**config.mk**
```make
export PLATFORM = sky130hd
export DESIGN_NAME = cfg_index_port
export DESIGN_NICKNAME = d
export VERILOG_FILES = /design/src/rtl/cfgp_pkg.sv /design/src/rtl/cfgp_decode.sv /design/src/rtl/cfgp_bank.sv /design/src/rtl/cfgp_ctrl.sv /design/src/rtl/cfg_index_port.sv
export SDC_FILE = /design/constraint.sdc
export NUM_CORES = 1
export LEC_CHECK = 0
export ABC_AREA = 1
export BUFFER_PORTS_ARGS = -buffer_cell sky130_fd_sc_hd__buf_2
export CAP_MARGIN = 40
export CORE_MARGIN = 8
export CORE_UTILIZATION = 40
export DETAILED_ROUTE_END_ITERATION = 16
export SETUP_SLACK_MARGIN = 0.1
export SYNTH_ARGS = -nofsm -noshare
export SYNTH_HDL_FRONTEND = slang
export SYNTH_SLANG_ARGS = --single-unit
```
**constraint.sdc**
```tcl
create_clock -name clk -period 1.65 [get_ports clk]
set_input_delay 0.33 -clock clk [delete_from_list [all_inputs] [get_ports clk]]
set_output_delay 0.33 -clock clk [all_outputs]
set_load 0.05 [all_outputs]
```
**src/rtl/cfgp_pkg.sv**
```systemverilog
package cfgp_pkg;
    localparam logic [7:0] IDX_LDSEL  = 8'h07;
    localparam logic [7:0] IDX_CHIPID = 8'h20;
    localparam logic [7:0] IDX_REV    = 8'h27;
    localparam logic [7:0] IDX_ACTV   = 8'h30;
    localparam logic [7:0] IDX_BASEHI = 8'h60;
    localparam logic [7:0] IDX_BASELO = 8'h61;
    localparam logic [7:0] CHIP_ID    = 8'hE9;

    typedef enum logic [0:0] {
        ST_IDLE = 1'b0,
        ST_RESP = 1'b1
    } cfgp_state_t;
endpackage

```
**src/rtl/cfgp_decode.sv**
```systemverilog
module cfgp_decode #(
    parameter int          ADDR_W = 16,
    parameter logic [15:0] BASE_A = 16'h002E,
    parameter logic [15:0] BASE_B = 16'h004E
) (
    input  logic              clk,
    input  logic              rst_n,
    input  logic              strap_alt,
    input  logic [ADDR_W-1:0] addr,
    output logic              hit_idx,
    output logic              hit_dat
);
    localparam logic [ADDR_W-1:0] IDX_A = ADDR_W'(BASE_A);
    localparam logic [ADDR_W-1:0] IDX_B = ADDR_W'(BASE_B);
    localparam logic [ADDR_W-1:0] DAT_A = ADDR_W'(BASE_A + 16'd1);
    localparam logic [ADDR_W-1:0] DAT_B = ADDR_W'(BASE_B + 16'd1);

    logic [ADDR_W-1:0] idx_addr;
    logic [ADDR_W-1:0] dat_addr;

    always_comb begin
        idx_addr = strap_alt ? IDX_B : IDX_A;
        dat_addr = strap_alt ? DAT_B : DAT_A;
        hit_idx  = (addr == idx_addr);
        hit_dat  = (addr == dat_addr);
    end

    // at most one window byte is decoded at a time
    a_r1_one_hit: assert property (@(posedge clk) disable iff (!rst_n)
        $onehot0({hit_idx, hit_dat}));
endmodule

```
**src/rtl/cfgp_bank.sv**
```systemverilog
module cfgp_bank #(
    parameter int DATA_W = 8,
    parameter int BASE_W = 16
) (
    input  logic              clk,
    input  logic              rst_n,
    input  logic              we_ctl,
    input  logic              we_hi,
    input  logic              we_lo,
    input  logic [DATA_W-1:0] wdata,
    output logic              active,
    output logic [BASE_W-1:0] base
);
    localparam int LO_W = BASE_W - DATA_W;

    logic              act_q;
    logic [DATA_W-1:0] hi_q;
    logic [LO_W-1:0]   lo_q;

    always_ff @(posedge clk or negedge rst_n) begin
        if (!rst_n) begin
            act_q <= 1'b0;
            hi_q  <= '0;
            lo_q  <= '0;
        end else begin
            if (we_ctl) act_q <= wdata[0];
            if (we_hi)  hi_q  <= wdata;
            if (we_lo)  lo_q  <= LO_W'(wdata);
        end
    end

    always_comb begin
        active = act_q;
        base   = {hi_q, lo_q};
    end

    // a bank changes only when its own registers are written
    a_r8_act_hold: assert property (@(posedge clk) disable iff (!rst_n)
        !$past(we_ctl) |-> $stable(active));
    a_r8_base_hold: assert property (@(posedge clk) disable iff (!rst_n)
        !$past(we_hi) && !$past(we_lo) |-> $stable(base));
endmodule

```
**src/rtl/cfgp_ctrl.sv**
```systemverilog
module cfgp_ctrl
    import cfgp_pkg::*;
#(
    parameter int DATA_W = 8
) (
    input  logic              clk,
    input  logic              rst_n,
    input  logic              rd,
    input  logic              wr,
    input  logic              hit_idx,
    input  logic              hit_dat,
    input  logic [DATA_W-1:0] wdata,
    input  logic [DATA_W-1:0] dat_value,
    output logic [DATA_W-1:0] index_q,
    output logic [DATA_W-1:0] sel_q,
    output logic              dat_we,
    output logic [DATA_W-1:0] rdata,
    output logic              rvalid
);
    cfgp_state_t       state_q;
    cfgp_state_t       state_d;
    logic              rd_hit;
    logic [DATA_W-1:0] rdata_q;
    logic [DATA_W-1:0] rd_value;

    always_comb begin
        rd_hit   = rd && !wr && (hit_idx || hit_dat);
        dat_we   = wr && hit_dat;
        rd_value = hit_idx ? index_q : dat_value;
    end

    always_comb begin
        state_d = state_q;
        unique case (state_q)
            ST_IDLE: state_d = rd_hit ? ST_RESP : ST_IDLE;
            ST_RESP: state_d = rd_hit ? ST_RESP : ST_IDLE;
            default: state_d = ST_IDLE;
        endcase
    end

    always_ff @(posedge clk or negedge rst_n) begin
        if (!rst_n) begin
            state_q <= ST_IDLE;
            rdata_q <= '0;
            index_q <= '0;
            sel_q   <= '0;
        end else begin
            state_q <= state_d;
            rdata_q <= rd_hit ? rd_value : '0;
            if (wr && hit_idx) index_q <= wdata;
            if (dat_we && index_q == IDX_LDSEL) sel_q <= wdata;
        end
    end

    always_comb begin
        rvalid = (state_q == ST_RESP);
        rdata  = rdata_q;
    end

    // a response follows only a window read made without a write
    a_r10_resp_cause: assert property (@(posedge clk) disable iff (!rst_n)
        rvalid |-> $past(rd && !wr && (hit_idx || hit_dat)));
    a_r10_quiet_zero: assert property (@(posedge clk) disable iff (!rst_n)
        !rvalid |-> rdata == '0);
    // select changes only through a data write
    a_r5_sel_hold: assert property (@(posedge clk) disable iff (!rst_n)
        !$past(wr && hit_dat) |-> $stable(sel_q));
    // index changes only through an index write
    a_r2_idx_hold: assert property (@(posedge clk) disable iff (!rst_n)
        !$past(wr && hit_idx) |-> $stable(index_q));
endmodule

```
**src/rtl/cfg_index_port.sv**
```systemverilog
module cfg_index_port
    import cfgp_pkg::*;
#(
    parameter int         NUM_DEV  = 16,
    parameter int         ADDR_W   = 16,
    parameter int         DATA_W   = 8,
    parameter int         BASE_W   = 16,
    parameter logic [7:0] REVISION = 8'h03
) (
    input  logic                      clk,
    input  logic                      rst_n,
    input  logic                      strap_alt,
    input  logic [ADDR_W-1:0]         bus_addr,
    input  logic [DATA_W-1:0]         bus_wdata,
    input  logic                      bus_wr,
    input  logic                      bus_rd,
    output logic [DATA_W-1:0]         bus_rdata,
    output logic                      bus_rvalid,
    output logic [NUM_DEV-1:0]        dev_active,
    output logic [NUM_DEV*BASE_W-1:0] dev_base
);
    localparam int DEV_W = (NUM_DEV > 1) ? $clog2(NUM_DEV) : 1;
    localparam int LO_W  = BASE_W - DATA_W;

    logic              hit_idx;
    logic              hit_dat;
    logic [DATA_W-1:0] index_q;
    logic [DATA_W-1:0] sel_q;
    logic              dat_we;
    logic [DATA_W-1:0] dat_value;
    logic              sel_ok;
    logic [DEV_W-1:0]  sel_dev;
    logic              wr_ctl;
    logic              wr_hi;
    logic              wr_lo;
    logic [BASE_W-1:0] base_arr [NUM_DEV];

    cfgp_decode #(.ADDR_W(ADDR_W)) u_decode (
        .clk       (clk),
        .rst_n     (rst_n),
        .strap_alt (strap_alt),
        .addr      (bus_addr),
        .hit_idx   (hit_idx),
        .hit_dat   (hit_dat)
    );

    cfgp_ctrl #(.DATA_W(DATA_W)) u_ctrl (
        .clk       (clk),
        .rst_n     (rst_n),
        .rd        (bus_rd),
        .wr        (bus_wr),
        .hit_idx   (hit_idx),
        .hit_dat   (hit_dat),
        .wdata     (bus_wdata),
        .dat_value (dat_value),
        .index_q   (index_q),
        .sel_q     (sel_q),
        .dat_we    (dat_we),
        .rdata     (bus_rdata),
        .rvalid    (bus_rvalid)
    );

    always_comb begin
        sel_ok  = (int'(sel_q) < NUM_DEV);
        sel_dev = DEV_W'(sel_q);
        wr_ctl  = dat_we && sel_ok && (index_q == IDX_ACTV);
        wr_hi   = dat_we && sel_ok && (index_q == IDX_BASEHI);
        wr_lo   = dat_we && sel_ok && (index_q == IDX_BASELO);
    end

    for (genvar g = 0; g < NUM_DEV; g++) begin : g_bank
        logic here;
        assign here = (int'(sel_dev) == g);
        cfgp_bank #(.DATA_W(DATA_W), .BASE_W(BASE_W)) u_bank (
            .clk    (clk),
            .rst_n  (rst_n),
            .we_ctl (wr_ctl && here),
            .we_hi  (wr_hi && here),
            .we_lo  (wr_lo && here),
            .wdata  (bus_wdata),
            .active (dev_active[g]),
            .base   (base_arr[g])
        );
        assign dev_base[g*BASE_W +: BASE_W] = base_arr[g];
    end

    always_comb begin
        dat_value = '0;
        case (index_q)
            IDX_LDSEL:  dat_value = sel_q;
            IDX_CHIPID: dat_value = CHIP_ID;
            IDX_REV:    dat_value = REVISION;
            IDX_ACTV:   if (sel_ok) dat_value = {{(DATA_W-1){1'b0}}, dev_active[sel_dev]};
            IDX_BASEHI: if (sel_ok) dat_value = base_arr[sel_dev][BASE_W-1:LO_W];
            IDX_BASELO: if (sel_ok) dat_value = DATA_W'(base_arr[sel_dev][LO_W-1:0]);
            default:    dat_value = '0;
        endcase
    end

    // an out-of-range select never reaches a bank
    a_r9_no_alias: assert property (@(posedge clk) disable iff (!rst_n)
        !sel_ok |=> $stable(dev_active));
endmodule

```
==> out/metrics.cfg, run 1 <==
[cts]
clk_path_buf_depth=3
clkLatencyLatePin_ns=0.53
numCtsBuffers=35
cts_max_level=2
clock_sinks=297
cts_tree=yes
clockRootBuffer=clkbuf_16
clkSlewWorstSetupHoldPaths_ns=0.06

[finish]
area_delta_synth_final_pct=57.1
layout.nets=2620
diodes=0
post-route-util=0.638
drive_above_1_share=0.437

[run_status]
failed_checks=negative setup slack
status=complete, but fails checks

[detailed_routing]
wl_um=69800
drcViolationCount=0
via_count=16800
viasPerCell=5.46
drtIter0Drc=1407
firstDrtPassIters=6
routedWlPerCell_um=22.7
ant_nets=0

[critical_path]
worstSetupEndpointType=flip-flop
reg2reg_to=u_ctrl.rdata[6]$_DFF_PN0_
crit_required_ns=2.04
cp_max_fo=9
critical_path_class=flip-flop to flip-flop
arrival_ns=2.53
worstSetupEndpoint=u_ctrl.rdata[6]$_DFF_PN0_
reg2reg_slack_ns=-0.49
crit_path_start_kind=flip-flop
crit_start=u_ctrl.sel_q[0]$_DFFE_PN0P_
r2r_cells=12
reg2reg_from=u_ctrl.sel_q[0]$_DFFE_PN0P_

[grt]
grtUsageMet3=0.0682
busiest_layer=met2
grt_pass1_wl_um=103000
use_met2=0.498
grt_max_degree=47
first_global_vias=16600
track_usage=0.305
antenna_found_initial=2
grt-ovfl-total=0
grt_use_met1=0.385

[synthesis]
synth_top_family_by_area=simple AND/OR/NAND/NOR gates
synth_xor_area_frac=0
synth_compound_area_frac=0.156
synthTopCellsByArea=dfrtp_1 (50%), nand2_1 (19%), o21ai_0 (8.7%)
synthAdderAreaFrac=0
synthMuxAreaShare=0
synthesis.area_mm2=0.0149
ys_seq_area_frac=0.500
yosysWarnings=0
synth_top_cell_by_area=dfrtp_1
netlist_instances=1977
synth-seq-cells=297
syn-num-nets=2006
synth_top_area_frac=0.500
synthSimpleGateAreaFrac=0.250
ys_types=32
syn_avg_cell_area_um2=7.52

[sta]
skew_ns=0.0242
setup_ws_ns=-0.493
finalSetupViolations=282
fin_crit_sh=1.30
slew_headroom=0.657
rsz0062_at_grt=yes
max_slew.worst_pin.slew_ns=0.515
period_needed_ns=2.14
holdWs_ns=0.0969
drv_slew=0
hold_violations=0
fmax_ghz=0.467

[die]
die_h_um=209
rows=70
initial_core_util=0.406
dieWidth_um=209
core_region_area_mm2=0.0366
die_area_mm2=0.0436
ioPinCount=310

[flow_run]
maxCapViolCount=0

[placed_design]
port_buffers=309
gp_congestion=0.980
dpl.hpwl_um=48000

[hold_path]
hold_class=input port to flip-flop

[pwr]
irDropWorstVdd_mv=0.746
p_per_area_mw_per_mm2=663
p_leak_nw=12.5

worst min path at each step:
stage | from | to | slack [ns] | depth (start not counted)
after floorplan | rst_n | g_bank[0].u_bank.active$_DFFE_PN0P_ | 0.03 | 0
after global placement | rst_n | g_bank[4].u_bank.hi_q[5]$_DFFE_PN0P_ | 0.28 | 1
after detailed placement | rst_n | g_bank[4].u_bank.hi_q[5]$_DFFE_PN0P_ | 0.28 | 1
after CTS | bus_wdata[2] | g_bank[0].u_bank.lo_q[2]$_DFFE_PN0P_ | 0.09 | 3
after global routing | bus_wdata[2] | g_bank[0].u_bank.lo_q[2]$_DFFE_PN0P_ | 0.11 | 3
final | bus_wdata[2] | g_bank[0].u_bank.lo_q[2]$_DFFE_PN0P_ | 0.1 | 3
power by group:
group | switching [W] | internal (W) | leakage [nW]
sequential | 0.0000000825 | 0.00728 | 3.44
clock | 0.00324 | 0.00444 | 0.550
combinational | 0.000423 | 0.000109 | 8.48
registers in the layout (all words and copies together) (netlist names):
| name | count |
|---|---|
| u_ctrl.sel_q | 8 |
| g_bank.u_bank.hi_q | 128 |
| u_ctrl.rvalid | 1 |
| u_ctrl.index_q | 8 |
| u_ctrl.rdata | 8 |
| g_bank.u_bank.active | 16 |
| g_bank.u_bank.lo_q | 128 |
critical path: stages, from the launching register on:
cell     delay [ns]
dfrtp_4        0.50
buf_12         0.16
nand2_4        0.10
buf_12         0.15
o21ai_0        0.11
o21ai_1        0.32
nand2_1        0.20
o21ai_1        0.16
nand2_1        0.07
nand2_1        0.06
nand2_1        0.05
nand2_1        0.06
a21oi_1        0.06
synthesized netlist by cell type (all sizes together):
master    n
inv     175
or2       1
a21oi    35
o21a      1
o22ai    19
nand2   774
clkbuf   64
nor2     97
nor4      3
a21boi    1
o21ai   401
buf      79
and3      2
dfrtp   297
nor3      6
nand2b    1
nand3    11
nand4     8
nor3b     1
clkinv    1
layer usage:
| layer | up-vias | share of wire |
|---|---|---|
| met4 | 4 | 0.051 |
| met3 | 224 | 0.095 |
| met1 | 8112 | 0.39 |
| li1 | 7515 | - |
| met5 | - | 0.00039 |
| met2 | 974 | 0.47 |
per-stage QoR:
stage	area (um^2)	std cells	TNS (ns)	setup WS (ns)	total power (W)
floorplan	15200	1977	-16.09	-0.101	0.00753
global placement	19100	2910	-90.07	-0.523	0.00789
detailed placement	19100	2910	-102.18	-0.536	0.00790
CTS	22400	3059	-75.77	-0.377	0.0155
global route	23400	3081	-110.79	-0.546	0.0158
finish	23400	3081	-87.02	-0.493	0.0155
kinds of logic after synthesis:
family / Yosys count
compound gates: 457
simple gates: 904
buf+inv: 319
flops: 297
layout make-up:
type                            count  area, um^2
Fill cell                        3109       13200
Multi-Input combinational cell   1372        7490
Sequential cell                   297        7440
Timing Repair Buffer              709        6090
Clock buffer                       45         963
Inverter                          176         678
Tap cell                          468         586
Clock inverter                     14         131
timing repair:
| item | CTS | global route |
|---|---|---|
| gates resized for setup | 336 | 298 |
| pin swaps | 100 | 100 |
| cloned | 28 | 7 |
| buffers inserted | 61 | 28 |
| endpoints found under the hold margin | 36 | 0 |
| hold buffers | 1 | 0 |
| setup endpoints to repair | 411 | 457 |
placed cells by master, fill, tap and decap left out, types with 10 or more instances in the layout:
| cell | synthesis | layout |
|---|---|---|
| nand2_1 | 769 | 596 |
| dfrtp_1 | 297 | 295 |
| o21ai_0 | 259 | 88 |
| o21ai_2 | 0 | 118 |
| buf_16 | 0 | 12 |
| o22ai_1 | 19 | 15 |
| o21ai_1 | 142 | 193 |
| nor2_1 | 60 | 53 |
| nand3_1 | 11 | 10 |
| nand2_2 | 4 | 135 |
| nand2_4 | 1 | 39 |
| clkbuf_16 | 0 | 40 |
| inv_1 | 170 | 167 |
| buf_12 | 0 | 66 |
| nor2_4 | 21 | 46 |
| buf_2 | 36 | 307 |
| buf_6 | 7 | 59 |
| a21oi_1 | 34 | 31 |
| buf_8 | 0 | 14 |
| buf_4 | 29 | 243 |
Power figures use the tool's default switching activity.
==> inputs of run 2 (changes only) <==
Settings changed: CELL_PAD_IN_SITES_DETAIL_PLACEMENT set to 1, CELL_PAD_IN_SITES_GLOBAL_PLACEMENT set to 1, CORE_UTILIZATION 40 to 36, CTS_CLUSTER_SIZE set to 40, PLACE_DENSITY_LB_ADDON set to 0.1, RECOVER_POWER set to 50.
==> run 2 against run 1 <==
The run still ends with negative setup slack left. Core utilization decreased by 1.5 points. Sequential power hardly changed. First-iteration DRC count shrank 0.64%. Cell area rose by 9.0%. Critical path depth did not move. Total power rose by 6.8%. Clock skew up 0.00057 ns. Global-route usage grew 0.97 points. Critical endpoint is now u_ctrl.rdata[0]$_DFF_PN0_. Highest routed layer unchanged.
==> out/metrics.cfg, run 2 (synthesized netlist as in run 1, its figures left out) <==
[grt]
grt_pass1_wl_um=115000  ; +12%
track_usage=0.314  ; +0.00970
grt_max_degree=52  ; +11%
first_global_vias=18600  ; +12%
antenna_found_initial=2  ; unchanged
grt-ovfl-total=0  ; unchanged

[cts]
clkSlewWorstSetupHoldPaths_ns=0.06  ; about the same
clk_path_buf_depth=3  ; unchanged
cts_tree=yes
numCtsBuffers=37  ; +5.7%
clock_sinks=297  ; unchanged
clkLatencyLatePin_ns=0.54  ; about the same
clockRootBuffer=clkbuf_16
cts_max_level=2  ; unchanged

[run_status]
failed_checks=negative setup slack
status=complete, but fails checks

[die]
rows=74  ; +5.7%
ioPinCount=310  ; unchanged
core_region_area_mm2=0.0408  ; +12%
die_h_um=219  ; +5.0%
die_area_mm2=0.0481  ; +10%
dieWidth_um=219  ; +5.0%
initial_core_util=0.364  ; -0.0420

[sta]
period_needed_ns=2.24  ; +0.101 ns
drv_slew=0  ; unchanged
fmax_ghz=0.446  ; -4.5%
fin_crit_sh=1.36  ; +0.0610
setup_ws_ns=-0.594  ; -0.101 ns
skew_ns=0.0248  ; +0.000571 ns
finalSetupViolations=288  ; +2.1%
hold_violations=0  ; unchanged
rsz0062_at_grt=yes
max_slew.worst_pin.slew_ns=0.930  ; +0.415 ns
slew_headroom=0.380  ; -0.277

[finish]
layout.nets=2683  ; +2.4%
layout_common_cells=nand2_1 (537), dfrtp_1 (283), buf_4 (239)
final_cell_area_mm2=0.0255  ; +9.0%
area_delta_synth_final_pct=71.2
drive_above_1_share=0.482  ; +0.0454
final_common_cell=nand2_1

[placed_design]
dpl.hpwl_um=53500  ; +11%
port_buffers=309  ; unchanged
gp_congestion=0.925  ; -5.7%
place_area_mm2=0.0198  ; +3.5%
place_ws_ns=-0.665  ; -0.130 ns

[critical_path]
arrival_ns=2.68  ; +0.15 ns
worstSetupEndpointType=flip-flop
crit_path_start_kind=flip-flop
critical_path_class=flip-flop to flip-flop
crit_required_ns=2.09  ; +0.05 ns
cp_max_fo=13  ; +4

[detailed_routing]
viasPerCell=5.58  ; +2.2%
routedWlPerCell_um=26.5  ; +17%
firstDrtPassIters=5  ; -1
wl_um=85100  ; +22%
via_count=17900  ; +6.5%
drtIter0Drc=1398  ; -0.64%
drcViolationCount=0  ; unchanged
ant_nets=0  ; unchanged

[pwr]
p_leak_nw=13.3  ; +6.3%
irDropWorstVdd_mv=0.656  ; -12%
p_total_w=0.0165  ; +6.8%
p_per_area_mw_per_mm2=650  ; -2.0%

[hold_path]
hold_class=input port to flip-flop

[flow_run]
maxCapViolCount=0  ; unchanged

-- run 2: cell count changes in the layout (fill, tap and decap cells not counted), sizes merged --
cell	change
bufinv	+1
nor2	-3
clkinvlp	+1
bufbuf	-1
diode	+1
inv	-2
clkinv	-4
buf	+61
clkbuf	+14
-- run 2: repair_timing --
action / CTS / global route
endpoints found under the hold margin: 59 / 0
cloned: 24 / 6
pin swaps: 83 / 140
hold buffers: 1 / 0
buffers inserted: 27 / 60
endpoints found under the setup margin: 476 / 499
gates resized for setup: 293 / 891
-- run 2: critical path, stage by stage (launching register included) --
cell	delay (ns)
dfrtp_4	0.60
buf_4	0.24
o21ai_0	0.42
nand2_1	0.15
nand2_1	0.11
nand2_1	0.06
nand2_2	0.08
o21ai_2	0.07
nand3_2	0.06
nand2_2	0.08
nand2_2	0.07
nand2_2	0.05
a21oi_2	0.15
-- run 2: cell type report --
class                      instances  area, um^2
antenna                            1        2.50
fill                            4697       15400
tap                              532         666
clock inverter                    10         139
timing repair buffer             773        7660
multi-input combinational       1369        7740
sequential                       297        7450
inverter                         176         678
clock buffer                      55        1140
-- run 2: path summary, 6_finish.rpt --
| kind | startpoint | end | slack [ns] | depth (start not counted) |
|---|---|---|---|---|
| worst max-delay path | u_ctrl.sel_q[0]$_DFFE_PN0P_ | u_ctrl.rdata[0]$_DFF_PN0_ | -0.59 | 12 |
| worst min-delay path | bus_wdata[2] | g_bank[1].u_bank.lo_q[2]$_DFFE_PN0P_ | 0.11 | 3 |
| worst max register to register | u_ctrl.sel_q[0]$_DFFE_PN0P_ | u_ctrl.rdata[0]$_DFF_PN0_ | -0.59 | 12 |
| worst min register to register | g_bank[2].u_bank.lo_q[3]$_DFFE_PN0P_ | g_bank[2].u_bank.lo_q[3]$_DFFE_PN0P_ | 0.52 | 2 |
| max in group asynchronous | rst_n | g_bank[8].u_bank.hi_q[7]$_DFFE_PN0P_ | 0.08 | 4 |
| min in group asynchronous | rst_n | g_bank[4].u_bank.lo_q[1]$_DFFE_PN0P_ | 0.48 | 2 |
-- run 2: report_power, final --
part | total [W] | switching [W] | internal (W)
Clock | 0.00872 | 0.00348 | 0.00524
Combinational | 0.000540 | 0.000444 | 0.0000959
Sequential | 0.00728 | 0.0000000886 | 0.00728
-- run 2: per-layer routing --
metal | wire length, um | GRT usage | up-vias
li1 | - | - | 7643
met1 | 32500 | 0.386 | 9126
met2 | 41700 | 0.528 | 858
met3 | 5710 | 0.0486 | 302
met4 | 5220 | 0.168 | 2
met5 | 13 | 0 | -
-- run 2: through the flow --
stage	hold slack, ns	cells	utilization	setup TNS, ns
floorplan	0.0344	1977	-	-16.09
global placement	0.227	3043	0.484	-116.25
detailed placement	0.224	3043	0.484	-136.93
CTS	0.0977	3159	0.555	-81.95
global route	0.119	3212	0.624	-113.72
finish	0.112	3213	0.624	-92.82
